<file path="config.mk">
export PLATFORM = sky130hd
export DESIGN_NAME = cfgr_top
export DESIGN_NICKNAME = d
export VERILOG_FILES = /design/src/rtl/cfgr_pkg.sv /design/src/rtl/cfgr_ctrl.sv /design/src/rtl/cfgr_divider.sv /design/src/rtl/cfgr_dp.sv /design/src/rtl/cfgr_top.sv
export SDC_FILE = /design/constraint.sdc
export NUM_CORES = 1
export LEC_CHECK = 0
export BUFFER_PORTS_ARGS = -buffer_cell sky130_fd_sc_hd__buf_4
export CORE_AREA = 2 2 92 117
export DETAILED_ROUTE_END_ITERATION = 10
export DIE_AREA = 0 0 94 119
export PLACE_DENSITY = 0.56
export SLEW_MARGIN = 30
export SYNTH_ARGS = -nofsm -noshare
export SYNTH_HDL_FRONTEND = slang
export SYNTH_SLANG_ARGS = --single-unit
</file>
<file path="constraint.sdc">
create_clock -name clk -period 3.3 [get_ports clk]
set_clock_uncertainty 0.2 [all_clocks]
set_input_delay 0.495 -clock clk [delete_from_list [all_inputs] [get_ports clk]]
set_output_delay 0.495 -clock clk [all_outputs]
set_load 0.01 [all_outputs]
</file>
<file path="src/rtl/cfgr_pkg.sv">
package cfgr_pkg;
  localparam int BYTE_W = 8;
  localparam int MASK_W = 2 * BYTE_W;

  localparam logic [BYTE_W-1:0] OP_WRITE  = 8'h80;
  localparam logic [BYTE_W-1:0] OP_READ   = 8'h81;
  localparam logic [BYTE_W-1:0] ADR_MASKL = 8'h02;
  localparam logic [BYTE_W-1:0] ADR_MASKH = 8'h03;
  localparam logic [BYTE_W-1:0] ADR_DIV   = 8'h04;
  localparam logic [BYTE_W-1:0] ADR_BASE  = 8'h0a;

  typedef enum logic [2:0] {
    S_IDLE, S_WR_FILL, S_WR_ADDR, S_WR_DATA, S_RD_FILL, S_RD_ADDR
  } pktState_e;

  typedef struct packed {
    logic              wrEn;
    logic              rdEn;
    logic [BYTE_W-1:0] addr;
  } cfgStrobe_t;
endpackage

</file>
<file path="src/rtl/cfgr_ctrl.sv">
module cfgr_ctrl
  import cfgr_pkg::*;
(
  input  logic              clk,
  input  logic              rstN,
  input  logic [BYTE_W-1:0] cmdByte,
  input  logic              cmdValid,
  output cfgStrobe_t        stb
);
  pktState_e         state;
  logic [BYTE_W-1:0] addrQ;

  always_ff @(posedge clk or negedge rstN) begin
    if (!rstN) begin
      state <= S_IDLE;
      addrQ <= '0;
    end else if (cmdValid) begin
      unique case (state)
        S_IDLE: begin
          if (cmdByte == OP_WRITE)     state <= S_WR_FILL;
          else if (cmdByte == OP_READ) state <= S_RD_FILL;
        end
        S_WR_FILL: state <= S_WR_ADDR;
        S_WR_ADDR: begin
          addrQ <= cmdByte;
          state <= S_WR_DATA;
        end
        S_WR_DATA: state <= S_IDLE;
        S_RD_FILL: state <= S_RD_ADDR;
        S_RD_ADDR: state <= S_IDLE;
        default:   state <= S_IDLE;
      endcase
    end
  end

  always_comb begin
    stb.wrEn = cmdValid && (state == S_WR_DATA);
    stb.rdEn = cmdValid && (state == S_RD_ADDR);
    stb.addr = (state == S_RD_ADDR) ? cmdByte : addrQ;
  end
endmodule

</file>
<file path="src/rtl/cfgr_divider.sv">
module cfgr_divider #(
  parameter int W = 8
) (
  input  logic         clk,
  input  logic         rstN,
  input  logic         reload,
  input  logic [W-1:0] limit,
  output logic         strobe
);
  logic [W-1:0] cnt;

  always_ff @(posedge clk or negedge rstN) begin
    if (!rstN) begin
      cnt    <= '0;
      strobe <= 1'b0;
    end else if (reload) begin
      cnt    <= '0;
      strobe <= 1'b0;
    end else if (cnt == limit) begin
      cnt    <= '0;
      strobe <= 1'b1;
    end else begin
      cnt    <= cnt + 1'b1;
      strobe <= 1'b0;
    end
  end
endmodule

</file>
<file path="src/rtl/cfgr_dp.sv">
module cfgr_dp
  import cfgr_pkg::*;
(
  input  logic              clk,
  input  logic              rstN,
  input  cfgStrobe_t        stb,
  input  logic [BYTE_W-1:0] wrData,
  output logic [BYTE_W-1:0] rspByte,
  output logic              rspValid,
  output logic [MASK_W-1:0] probeMask,
  output logic [BYTE_W-1:0] divN,
  output logic              baseSel,
  output logic              sampleStrobe
);
  localparam int NREG = 4;
  localparam logic [NREG*BYTE_W-1:0] ADR_LIST = {ADR_BASE, ADR_DIV, ADR_MASKH, ADR_MASKL};

  logic [BYTE_W-1:0] regQ [NREG];
  logic [NREG-1:0]   hit;
  logic [BYTE_W-1:0] rdMux;
  logic              reload;

  for (genvar i = 0; i < NREG; i++) begin : g_reg
    assign hit[i] = (stb.addr == ADR_LIST[i*BYTE_W +: BYTE_W]);
    always_ff @(posedge clk or negedge rstN) begin
      if (!rstN)                regQ[i] <= '0;
      else if (stb.wrEn && hit[i]) regQ[i] <= wrData;
    end
  end

  always_comb begin
    rdMux = '0;
    for (int i = 0; i < NREG; i++)
      if (hit[i]) rdMux = regQ[i];
  end

  always_ff @(posedge clk or negedge rstN) begin
    if (!rstN) begin
      rspValid <= 1'b0;
      rspByte  <= '0;
    end else begin
      rspValid <= stb.rdEn;
      if (stb.rdEn) rspByte <= rdMux;
    end
  end

  assign reload    = stb.wrEn && (hit[2] || hit[3]);
  assign probeMask = {regQ[1], regQ[0]};
  assign divN      = regQ[2];
  assign baseSel   = regQ[3][0];

  cfgr_divider #(.W(BYTE_W)) u_div (
    .clk    (clk),
    .rstN   (rstN),
    .reload (reload),
    .limit  (regQ[2]),
    .strobe (sampleStrobe)
  );
endmodule

</file>
<file path="src/rtl/cfgr_top.sv">
module cfgr_top
  import cfgr_pkg::*;
(
  input  logic              clk,
  input  logic              rstN,
  input  logic [BYTE_W-1:0] cmdByte,
  input  logic              cmdValid,
  output logic [BYTE_W-1:0] rspByte,
  output logic              rspValid,
  output logic [MASK_W-1:0] probeMask,
  output logic [BYTE_W-1:0] divN,
  output logic              baseSel,
  output logic              sampleStrobe
);
  cfgStrobe_t stbBus;

  cfgr_ctrl u_ctrl (
    .clk      (clk),
    .rstN     (rstN),
    .cmdByte  (cmdByte),
    .cmdValid (cmdValid),
    .stb      (stbBus)
  );

  cfgr_dp u_dp (
    .clk          (clk),
    .rstN         (rstN),
    .stb          (stbBus),
    .wrData       (cmdByte),
    .rspByte      (rspByte),
    .rspValid     (rspValid),
    .probeMask    (probeMask),
    .divN         (divN),
    .baseSel      (baseSel),
    .sampleStrobe (sampleStrobe)
  );
endmodule

</file>
# After elaboration in Yosys (flattened, before gate mapping)
# Cells that the tools add are included.
dict set report classes {
  reduce_logical 11
  add_sub_neg 1
  n_eq_ne 13
  n_mux 12
}
# operator count
set ops {}
lappend ops {{$mux 8} 7}
lappend ops {{$eq 8x2->1 const B} 2}
lappend ops {{$eq 8x8->1 const B} 2}
lappend ops {{$pmux 3 s4} 1}
lappend ops {{$add 8x1->8 const B} 1}
lappend ops {{$eq 8x3->1 const B} 1}
lappend ops {{$eq 8x4->1 const B} 1}
lappend ops {{$eq 8x8->1} 1}
lappend ops {{$logic_and 1x1->1} 7}
lappend ops {{$eq 3x2->1 const B} 2}
lappend ops {{$eq 3x3->1 const B} 2}
lappend ops {{$mux 3} 2}
lappend ops {{$reduce_and 2->1} 2}
lappend ops {{$eq 3x1->1 const B} 1}
lappend ops {{$logic_not 3->1} 1}
lappend ops {{$ne 3x1->1 const B} 1}
lappend ops {{$mux 1} 2}
lappend ops {{$logic_or 1x1->1} 1}
dict set report word_totals {
  word_cells 47
  output_inout_bits 35
  reg_bits 61
  in_bits 11
}

# Longest topological paths before layout
# Gate-level depths: netlist of the first run.
dict set report logic_depth {
  word_depth 7
  mapped_depth 6
  ltp_nobuf 5
}

# Hierarchy
# Synthesis of the first run repeated with hierarchy kept, for this count alone.
dict set report hier_totals {
  cells_unflattened 267
  area_unflattened_um2 3210.6
}
# module cells_each area_per_inst_um2 n_inst
set by_module_without_submodules {}
lappend by_module_without_submodules {cfgr_dp 173 2068.2 1}
lappend by_module_without_submodules {cfgr_ctrl 48 608.1 1}
lappend by_module_without_submodules {cfgr_divider 46 534.3 1}

# Worst setup path before layout of the first run
# Ideal clock, no wire load.
dict set report synth_timing {
  path_kind {input-to-reg}
  startpoint {input cmdByte[5]}
  endpoint {register u_dp.regQ, in the netlist u_dp.divN[0]}
  n_path_buf 1
  arrival_ns 2.041
  slack_ns 0.934
  path_stages 5
  path_cell_list {or4_1 buf_2 nor4_4 o21ai_4 mux2_2}
}
dict set report synth_between {
  elab_chain_cells 3
}
# element line_no
set synth_rtl {}
lappend synth_rtl {{start, declared} cfgr_top.sv:6} ;# input logic [BYTE_W-1:0] cmdByte,
lappend synth_rtl {{$mux 8} cfgr_ctrl.sv:39} ;# stb.addr = (state == S_RD_ADDR) ? cmdByte : addrQ;
lappend synth_rtl {{$eq 8x3->1} cfgr_dp.sv:24} ;# assign hit[i] = (stb.addr == ADR_LIST[i*BYTE_W +: BYTE_W]);
lappend synth_rtl {{$logic_and 1x1->1} cfgr_dp.sv:27} ;# else if (stb.wrEn && hit[i]) regQ[i] <= wrData;
lappend synth_rtl {{end signal, assigned by index} cfgr_dp.sv:27}
lappend synth_rtl {{end, declared} cfgr_dp.sv:18} ;# logic [BYTE_W-1:0] regQ [NREG];
# No other way between the ends.
# A chain may end at the register's enable or synchronous reset.

# Worst setup path in the final report of the first run
dict set report layout_timing {
  startpoint {register u_ctrl.addrQ[4]}
  endpoint {register u_dp.regQ, in the netlist u_dp.probeMask[11]}
}
dict set report layout_between {
  elab_chain_cells 3
}
# element line_no
set layout_rtl {}
lappend layout_rtl {{start, declared} cfgr_ctrl.sv:11} ;# logic [BYTE_W-1:0] addrQ;
lappend layout_rtl {{start signal, assigned} cfgr_ctrl.sv:25} ;# addrQ <= cmdByte;
lappend layout_rtl {{$mux 8} cfgr_ctrl.sv:39}
lappend layout_rtl {{$eq 8x2->1} cfgr_dp.sv:24}
lappend layout_rtl {{$logic_and 1x1->1} cfgr_dp.sv:27}
# No other way between the ends.

==> results.cfg, run 1 <==
[layout]
n_antenna_cell = 0
regArea_sq_um = 1530
layout.nets = 302
fin_util = 0.366
postLayoutCellArea_sq_um = 3750
syn2layout_area_growth_pct = 18.8
multiInputGateArea_sq_um = 1390
nFillCells = 1015
final_common_cell = dfrtp_1
finalNonFillerCells = 425
drive_above_1_share = 0.392
layout_common_cells = dfrtp_1, buf_4, mux2_2, nor3_1, nor2_1

[run]
maxCapViolCount = 0

[setup_path]
cp_max_fo = 8
critPathKind = register to register
r2r_start = u_ctrl.addrQ[4]
r2r_end = u_dp.probeMask[11]
crit_arrival_ps = 2560
start_kind = register
r2r_setup_slack_ps = 750
ff2ff_path_depth = 4
worstPathRequired_ps = 3310
end_kind = register

[global_route]
track_usage = 0.141
grtUsageMet2 = 0.229
grt_pass1_vias = 2127
met1_usage = 0.178
use_met3 = 0.0272
grt_antenna_before_repair = 0
busiest_layer = met2
grt_max_degree = 62
grt_pass1_wl_microns = 11800
gr-total-overflow = 0

[clock_tree]
htree_levels = 3
cts_hold_buffers = 0
clkSinkCount = 61
clk_pin_slew_ps = 50
numCtsBuffers = 9
insertion_delay_ps = 330
root_buffer = clkbuf_16
cts_resized = 0
post-cts-setup-buffers = 0
cts_buffer_depth = 2
cts_tree = done

[logic_synthesis]
yosys_warnings = 0
synth.distinct_cells = 41
synthCells = 268
syn_avg_cell_area_sq_um = 11.8
synth_area_leader_cell = dfrtp_1
syn_nets = 280
synth_top_area_frac = 0.483
ys_ff_latch = 61
ys_top_cells_by_area = dfrtp_1, mux2_2, buf_4
ys_seq_area_frac = 0.483
netlist_area_sq_um = 3160

[route]
ant_nets = 0
wl_microns = 7560
drt-wirelength-per-cell_microns = 17.8
firstDrtPassIters = 5
via_per_inst = 5.07
drt_iter0_drc = 133
vias = 2153
remaining_drc_errors = 0

[placed_design]
place.gp.congestion = 0.788
place_hpwl_microns = 5370
pre_cts_ws_ps = 607
post_dp_cell_area_sq_um = 3450
portBuffers = 45
dp.cells = 411

[floorplan]
start_util = 0.308
die_area_sq_um = 11200
rows = 42
dieWidth_microns = 94
die_h_microns = 119
core_sq_um = 10200
io_pins = 46

[power]
p_per_area_nw_per_um2 = 690
power_mw = 2.59
leakagePower_nw = 1.70
vdd_drop_max_v = 0.000222

[timing]
hold_slack_ps = 29.9
timing.setup.tns_ps = 0
finalCritPeriodShare = 0.772
rsz0062_at_grt = false
hold_violations = 0
layout_min_cycle_time_ps = 2550
final_max_slew_viol_count = 0
fmax_ghz = 0.393
worst_pin_slew_ps = 950
relSlewSlack = 0.365
fin_ws_ps = 753
setup_viol = 0

[outcome]
outcome = finished, final reports clean

[worst_hold_path]
hp-class = input port to async pin
kinds of logic (layout without fill, tap and decap cells):
logic type               after synthesis  in the layout  share of synthesized area
AND/OR/NAND/NOR                       70             70                      0.155
flip-flops                            61             61                      0.483
AO/OA/AOI/OAI                         41             41                     0.0982
buffers and inverters                 41             66                     0.0780
multiplexers                          40             40                      0.143
XOR/XNOR                              14             14                     0.0388
adder cells (fa/ha/maj)                1              1                    0.00396
routing by layer:
metal	wire, microns	share of wire
met1	3270	0.43
met2	3900	0.52
met3	196	0.026
met4	196	0.026
met5	0	0
registers in the layout, summed over array words and instances (netlist names):
register,count
u_dp.regQ,7
u_dp.rspValid,1
u_ctrl.addrQ,8
u_dp.divN,8
u_dp.baseSel,1
u_dp.u_div.strobe,1
u_dp.rspByte,8
u_dp.u_div.cnt,8
u_ctrl.state,3
u_dp.probeMask,16
synth_stat cells:
cell      instances
ha_1              1
o21ai_0           9
a2111o_1          1
buf_4            24
and3b_1           2
inv_1             3
o21ai_2           1
nor3_1           18
a221oi_1          8
buf_2             2
or3_1             2
or4_1             2
a211oi_1          8
a21o_1            8
o21ai_4           1
or3b_2            4
clkinv_1          1
nor3b_2           1
o22ai_1           1
nor3_4            1
a311oi_1          1
nand3b_1          3
clkbuf_1         10
nor2b_1           2
a41oi_1           1
xor2_1            2
nand4_1           3
nor4b_1           1
mux2_2           40
nand4b_1          1
nor4b_2           1
dfrtp_1          61
nor4_4            5
nand3_1           2
nor3b_1           1
buf_1             1
nor4_1            1
nand2_1           7
o21a_1            2
nor2_1           13
xnor2_1          12
how the worst max path moves through the flow:
stage	from	endpoint	slack [ps]	depth (start not counted)
2_1_floorplan	cmdByte[5]	u_dp.divN[0]	930	5
3_5_place_dp	cmdByte[5]	u_dp.divN[5]	610	5
4_1_cts	u_ctrl.addrQ[5]	u_dp.probeMask[11]	730	4
5_1_grt	u_ctrl.addrQ[5]	u_dp.probeMask[9]	660	4
3_3_place_gp	cmdByte[5]	u_dp.divN[5]	650	5
6_report	u_ctrl.addrQ[4]	u_dp.probeMask[11]	750	4
worst max-delay path, stage by stage (launching register included):
cell and delay, ps:
dfrtp_1 370, or4_1 680, or3_1 400, nor3_4 390
mux2_2 390
power by group:
group | internal [mW] | switching, mW
Combinational | 0.295 | 0.268
Sequential | 0.909 | 0.165
Clock | 0.637 | 0.315
Total | 1.84 | 0.748
area by class of cell:
type,count,share of cell area
clock inverter,1,0.00800
inverter,4,0.00400
sequential,61,0.407
timing repair buffer,48,0.0960
tap,132,0.0440
clock buffer,13,0.0720
multi-input combinational,166,0.369
Note: power is estimated with default switching activity, not from simulation.
==> run 2, diff against run 1 <==
PLACE_DENSITY = 0.58   (was 0.56)
clock period = 2.29 ns   (was 3.3 ns; I/O delays follow)
==> run 2 against run 1 <==
  * Worst setup slack got worse by 680 ps
  * Sequential cell count unchanged
  * Cell area is 4.4% higher
  * Global-route usage grew 1.5 points
  * Wire length grew 6.7%
  * Maximum frequency rose by 15%
  * First-iteration DRC count shrank 20%
==> results.cfg, run 2 (synthesized netlist as in run 1, its figures left out) <==
[power]
internal_power_mw = 2.57
leakagePower_nw = 1.79
clockPowerShare = 0.339
combPwrFrac = 0.239
swShare = 0.300
p_sw_mw = 1.10
p_seq_frac = 0.422
vdd_drop_max_v = 0.000352
p_per_area_nw_per_um2 = 937

[timing]
relSlewSlack = 0.468
finalCritPeriodShare = 0.969
fmax_ghz = 0.451
hold_violations = 0
hold_slack_ps = 63.7
setup_viol = 0
timing.setup.tns_ps = 0
final_max_slew_viol_count = 0
rsz0062_at_grt = false
layout_min_cycle_time_ps = 2220
worst_pin_slew_ps = 798

[global_route]
track_usage = 0.156
grt_max_degree = 62
grt_pass1_vias = 2453
grt_pass1_wl_microns = 13200
gr-total-overflow = 0
grt_antenna_before_repair = 0

[layout]
fin_util = 0.383
layout.nets = 321
syn2layout_area_growth_pct = 24.1
multiInputGateArea_sq_um = 1410
regArea_sq_um = 1530
layout_common_cells = buf_4, dfrtp_1, mux2_2, nor3_1, nor2_1
drive_above_1_share = 0.430
largest_reg_flops = 16
final_common_cell = buf_4
postLayoutCellArea_sq_um = 3920
n_antenna_cell = 0
nFillCells = 1031

[clock_tree]
cts_buffer_depth = 2
cts_tree = done
clk_pin_slew_ps = 50
insertion_delay_ps = 330
clkSinkCount = 61
htree_levels = 3
root_buffer = clkbuf_16
post-cts-setup-buffers = 0
numCtsBuffers = 9

[route]
firstDrtPassIters = 4
remaining_drc_errors = 0
ant_nets = 0
wl_microns = 8070
vias = 2247
drt_iter0_drc = 106
drt-wirelength-per-cell_microns = 18.1
via_per_inst = 5.04

[floorplan]
start_util = 0.308
dieWidth_microns = 94
io_pins = 46
die_area_sq_um = 11200
rows = 42
core_sq_um = 10200
die_h_microns = 119

[placed_design]
portBuffers = 45
place_hpwl_microns = 5770
post_dp_cell_area_sq_um = 3610
place.gp.congestion = 0.780

[setup_path]
worstPathRequired_ps = 2300
end_kind = register
start_kind = register
crit_arrival_ps = 2230
critPathKind = register to register
cp_max_fo = 8
r2r_setup_slack_ps = 70

[outcome]
outcome = finished, final reports clean

[run]
maxCapViolCount = 0

[worst_hold_path]
hp-class = input port to register
run 2: final cells by class:
class,instances,area share
multi-input cells,166,0.360
flip-flops and latches,61,0.389
repair buffers,67,0.135
clock inverters,1,0.00128
clock buffers,15,0.0683
inverters,4,0.00383
well taps,132,0.0421
run 2: critical path, cell delays in order (launching register included):
cell and delay [ps]:
dfrtp_1 370, or4_4 540, or3_4 350, nor3_4 160, buf_12 150, mux2_2 330
run 2: timing repair:
action	CTS	global route
endpoints found under the hold margin	61	0
hold buffers	1	0
resized for setup	0	4
setup endpoints to repair	0	30
run 2: worst paths after layout:
check	from	end	cells past startpoint
setup / recovery	u_ctrl.addrQ[4]	u_dp.probeMask[15]	5
hold / removal	cmdValid	u_ctrl.state[1]	2
setup reg to reg	u_ctrl.addrQ[4]	u_dp.probeMask[15]	5
hold reg to reg	u_dp.regQ[2]	u_dp.regQ[2]	1
max in group asynchronous	rstN	u_dp.probeMask[5]	2
min in group asynchronous	rstN	u_dp.u_div.cnt[2]	2
run 2: power groups by stage:
| stage | Combinational [mW] | Clock, mW | Sequential, mW |
|---|---|---|---|
| 2_1_floorplan | 0.671 | 0 | 1.48 |
| 3_3_place_gp | 0.853 | 0 | 1.55 |
| 3_5_place_dp | 0.871 | 0 | 1.56 |
| 4_1_cts | 0.876 | 1.27 | 1.54 |
| 5_1_grt | 0.967 | 1.32 | 1.59 |
| 6_report | 0.879 | 1.24 | 1.55 |
run 2: metal layers:
metal	part of all wire	GRT usage	up-vias
met5	0	0	-
met4	0.047	0.101	0
met3	0.040	0.0354	23
met2	0.49	0.242	62
met1	0.42	0.194	1124
li1	-	-	1038
run 2: per-stage QoR:
step	cells	setup slack [ps]	total power, mW
3_5_place_dp	429	-28.5	2.43
5_1_grt	446	8.24	3.87
3_3_place_gp	429	-3.28	2.40
4_1_cts	446	7.84	3.69
6_report	446	70.8	3.67
2_1_floorplan	268	-27.9	2.15
==> run 3, diff against run 2 <==
REMOVE_ABC_BUFFERS = 1   (was not set)
==> run 3 against run 2 <==
  * Cell area down 1.3%
  * Final cell count down 1.3%
  * Core utilization is 0.50 points lower
  * Wire length down 1.2%
  * Die area stayed put
  * Non-clock buffer count decreased by 2
  * Global-route usage down 0.43 points
==> results.cfg, run 3 (synthesized netlist as in run 1, its figures left out) <==
[worst_hold_path]
hp-class = input port to register
min_path_cells = 2

[power]
swShare = 0.300
clockPowerShare = 0.317
combPwrFrac = 0.250
p_seq_frac = 0.433
internal_power_mw = 2.50
p_sw_mw = 1.07
leakagePower_nw = 1.76
p_per_area_nw_per_um2 = 924
vdd_drop_max_v = 0.000405
power_mw = 3.57

[route]
met2WireLength_microns = 4110
drt_iter0_drc = 196
met1Wirelength_microns = 3330
remaining_drc_errors = 0
top_layer = met4
via_per_inst = 5.11
firstDrtPassIters = 4
ant_nets = 0
drt-wirelength-per-cell_microns = 18.1
wl_met3_microns = 291
wl_microns = 7970
vias = 2247

[timing]
setup_viol = 0
relSlewSlack = 0.474
final_max_slew_viol_count = 0
fmax_ghz = 0.441
timing.setup.tns_ps = 0
hold_violations = 0
layout_min_cycle_time_ps = 2270
finalCritPeriodShare = 0.991
worst_pin_slew_ps = 789
rsz0062_at_grt = true

[setup_path]
cp_max_fo = 8
critPathKind = register to register
end_kind = register
start_kind = register
worstPathRequired_ps = 2300
ff2ff_path_depth = 5
crit_arrival_ps = 2280

[layout]
layout_common_cells = buf_4, dfrtp_1, mux2_2, nor3_1, nor2_1
n_antenna_cell = 0
finalNonFillerCells = 440
drive_above_1_share = 0.422
syn2layout_area_growth_pct = 22.5
layout.nets = 319
postLayoutCellArea_sq_um = 3870
fin_util = 0.378
largest_reg_flops = 16
final_common_cell = buf_4

[floorplan]
dieWidth_microns = 94
die_h_microns = 119
die_area_sq_um = 11200
io_pins = 46
rows = 42
core_sq_um = 10200
start_util = 0.308

[clock_tree]
root_buffer = clkbuf_16
cts_buffer_depth = 2
clk_pin_slew_ps = 50
clkSinkCount = 61
cts_tree = done
htree_levels = 3
insertion_delay_ps = 330
numCtsBuffers = 9

[placed_design]
post_dp_cell_area_sq_um = 3600
portBuffers = 45
place_hpwl_microns = 5710
place.gp.congestion = 0.778
dp.cells = 427

[global_route]
grt_pass1_wl_microns = 12600
grt_antenna_before_repair = 0
grt_pass1_vias = 2323
gr-total-overflow = 0
grt_max_degree = 62
track_usage = 0.152

[outcome]
outcome = finished, final reports clean

[run]
maxCapViolCount = 0
-- run 3: timing repair --
action | 4_1_cts | 5_1_grt
cloned | 0 | 0
resized for setup | 1 | 3
endpoints found under the setup margin | 17 | 16
hold buffers | 1 | 0
endpoints found under the hold margin | 61 | 0
buffers inserted | 0 | 0
-- run 3: final timing paths --
check / start / end / slack [ps]
max in group asynchronous: rstN / u_dp.rspByte[1] / 920
worst max register to register: u_ctrl.addrQ[4] / u_dp.probeMask[8] / 20
worst min-delay path: cmdValid / u_ctrl.state[1] / 70
worst max-delay path: u_ctrl.addrQ[4] / u_dp.probeMask[8] / 20
min in group asynchronous: rstN / u_dp.u_div.cnt[4] / 460
worst min register to register: u_dp.regQ[6] / u_dp.regQ[6] / 300
-- run 3: critical path, stage by stage (launching register included) --
cell     delay (ps)
dfrtp_1         370
or4_4           580
or3_4           360
nor3_4          160
buf_12          150
mux2_2          330
-- run 3: metrics by stage --
step | setup WS, ps | hold slack [ps]
global route | -28.2 | 75.8
global placement | -35.8 | 273
detailed placement | -48.1 | 281
floorplan | -56.0 | -152
CTS | 2.19 | 51.6
finish | 20.1 | 65.8
-- run 3: power groups by stage --
stage	combinational (mW)	sequential [mW]	clock, mW
2_1_floorplan	0.508	1.53	0
3_3_place_gp	0.865	1.55	0
3_5_place_dp	0.892	1.56	0
4_1_cts	0.900	1.55	1.15
5_1_grt	0.979	1.58	1.20
6_report	0.893	1.55	1.13
-- run 3: per-layer routing --
metal	vias to the layer above	track usage
li1	1032	-
met1	1159	0.179
met2	40	0.254
met3	16	0.0455
met4	0	0.0670
met5	-	0
-- run 3: area by class of cell --
type                       count  area [sq um]
fill                         993          6380
multi-input combinational    166          1410
timing repair buffer          65           515
clock buffer                  12           236
sequential                    61          1530
inverter                       4          15.0
tap                          132           165
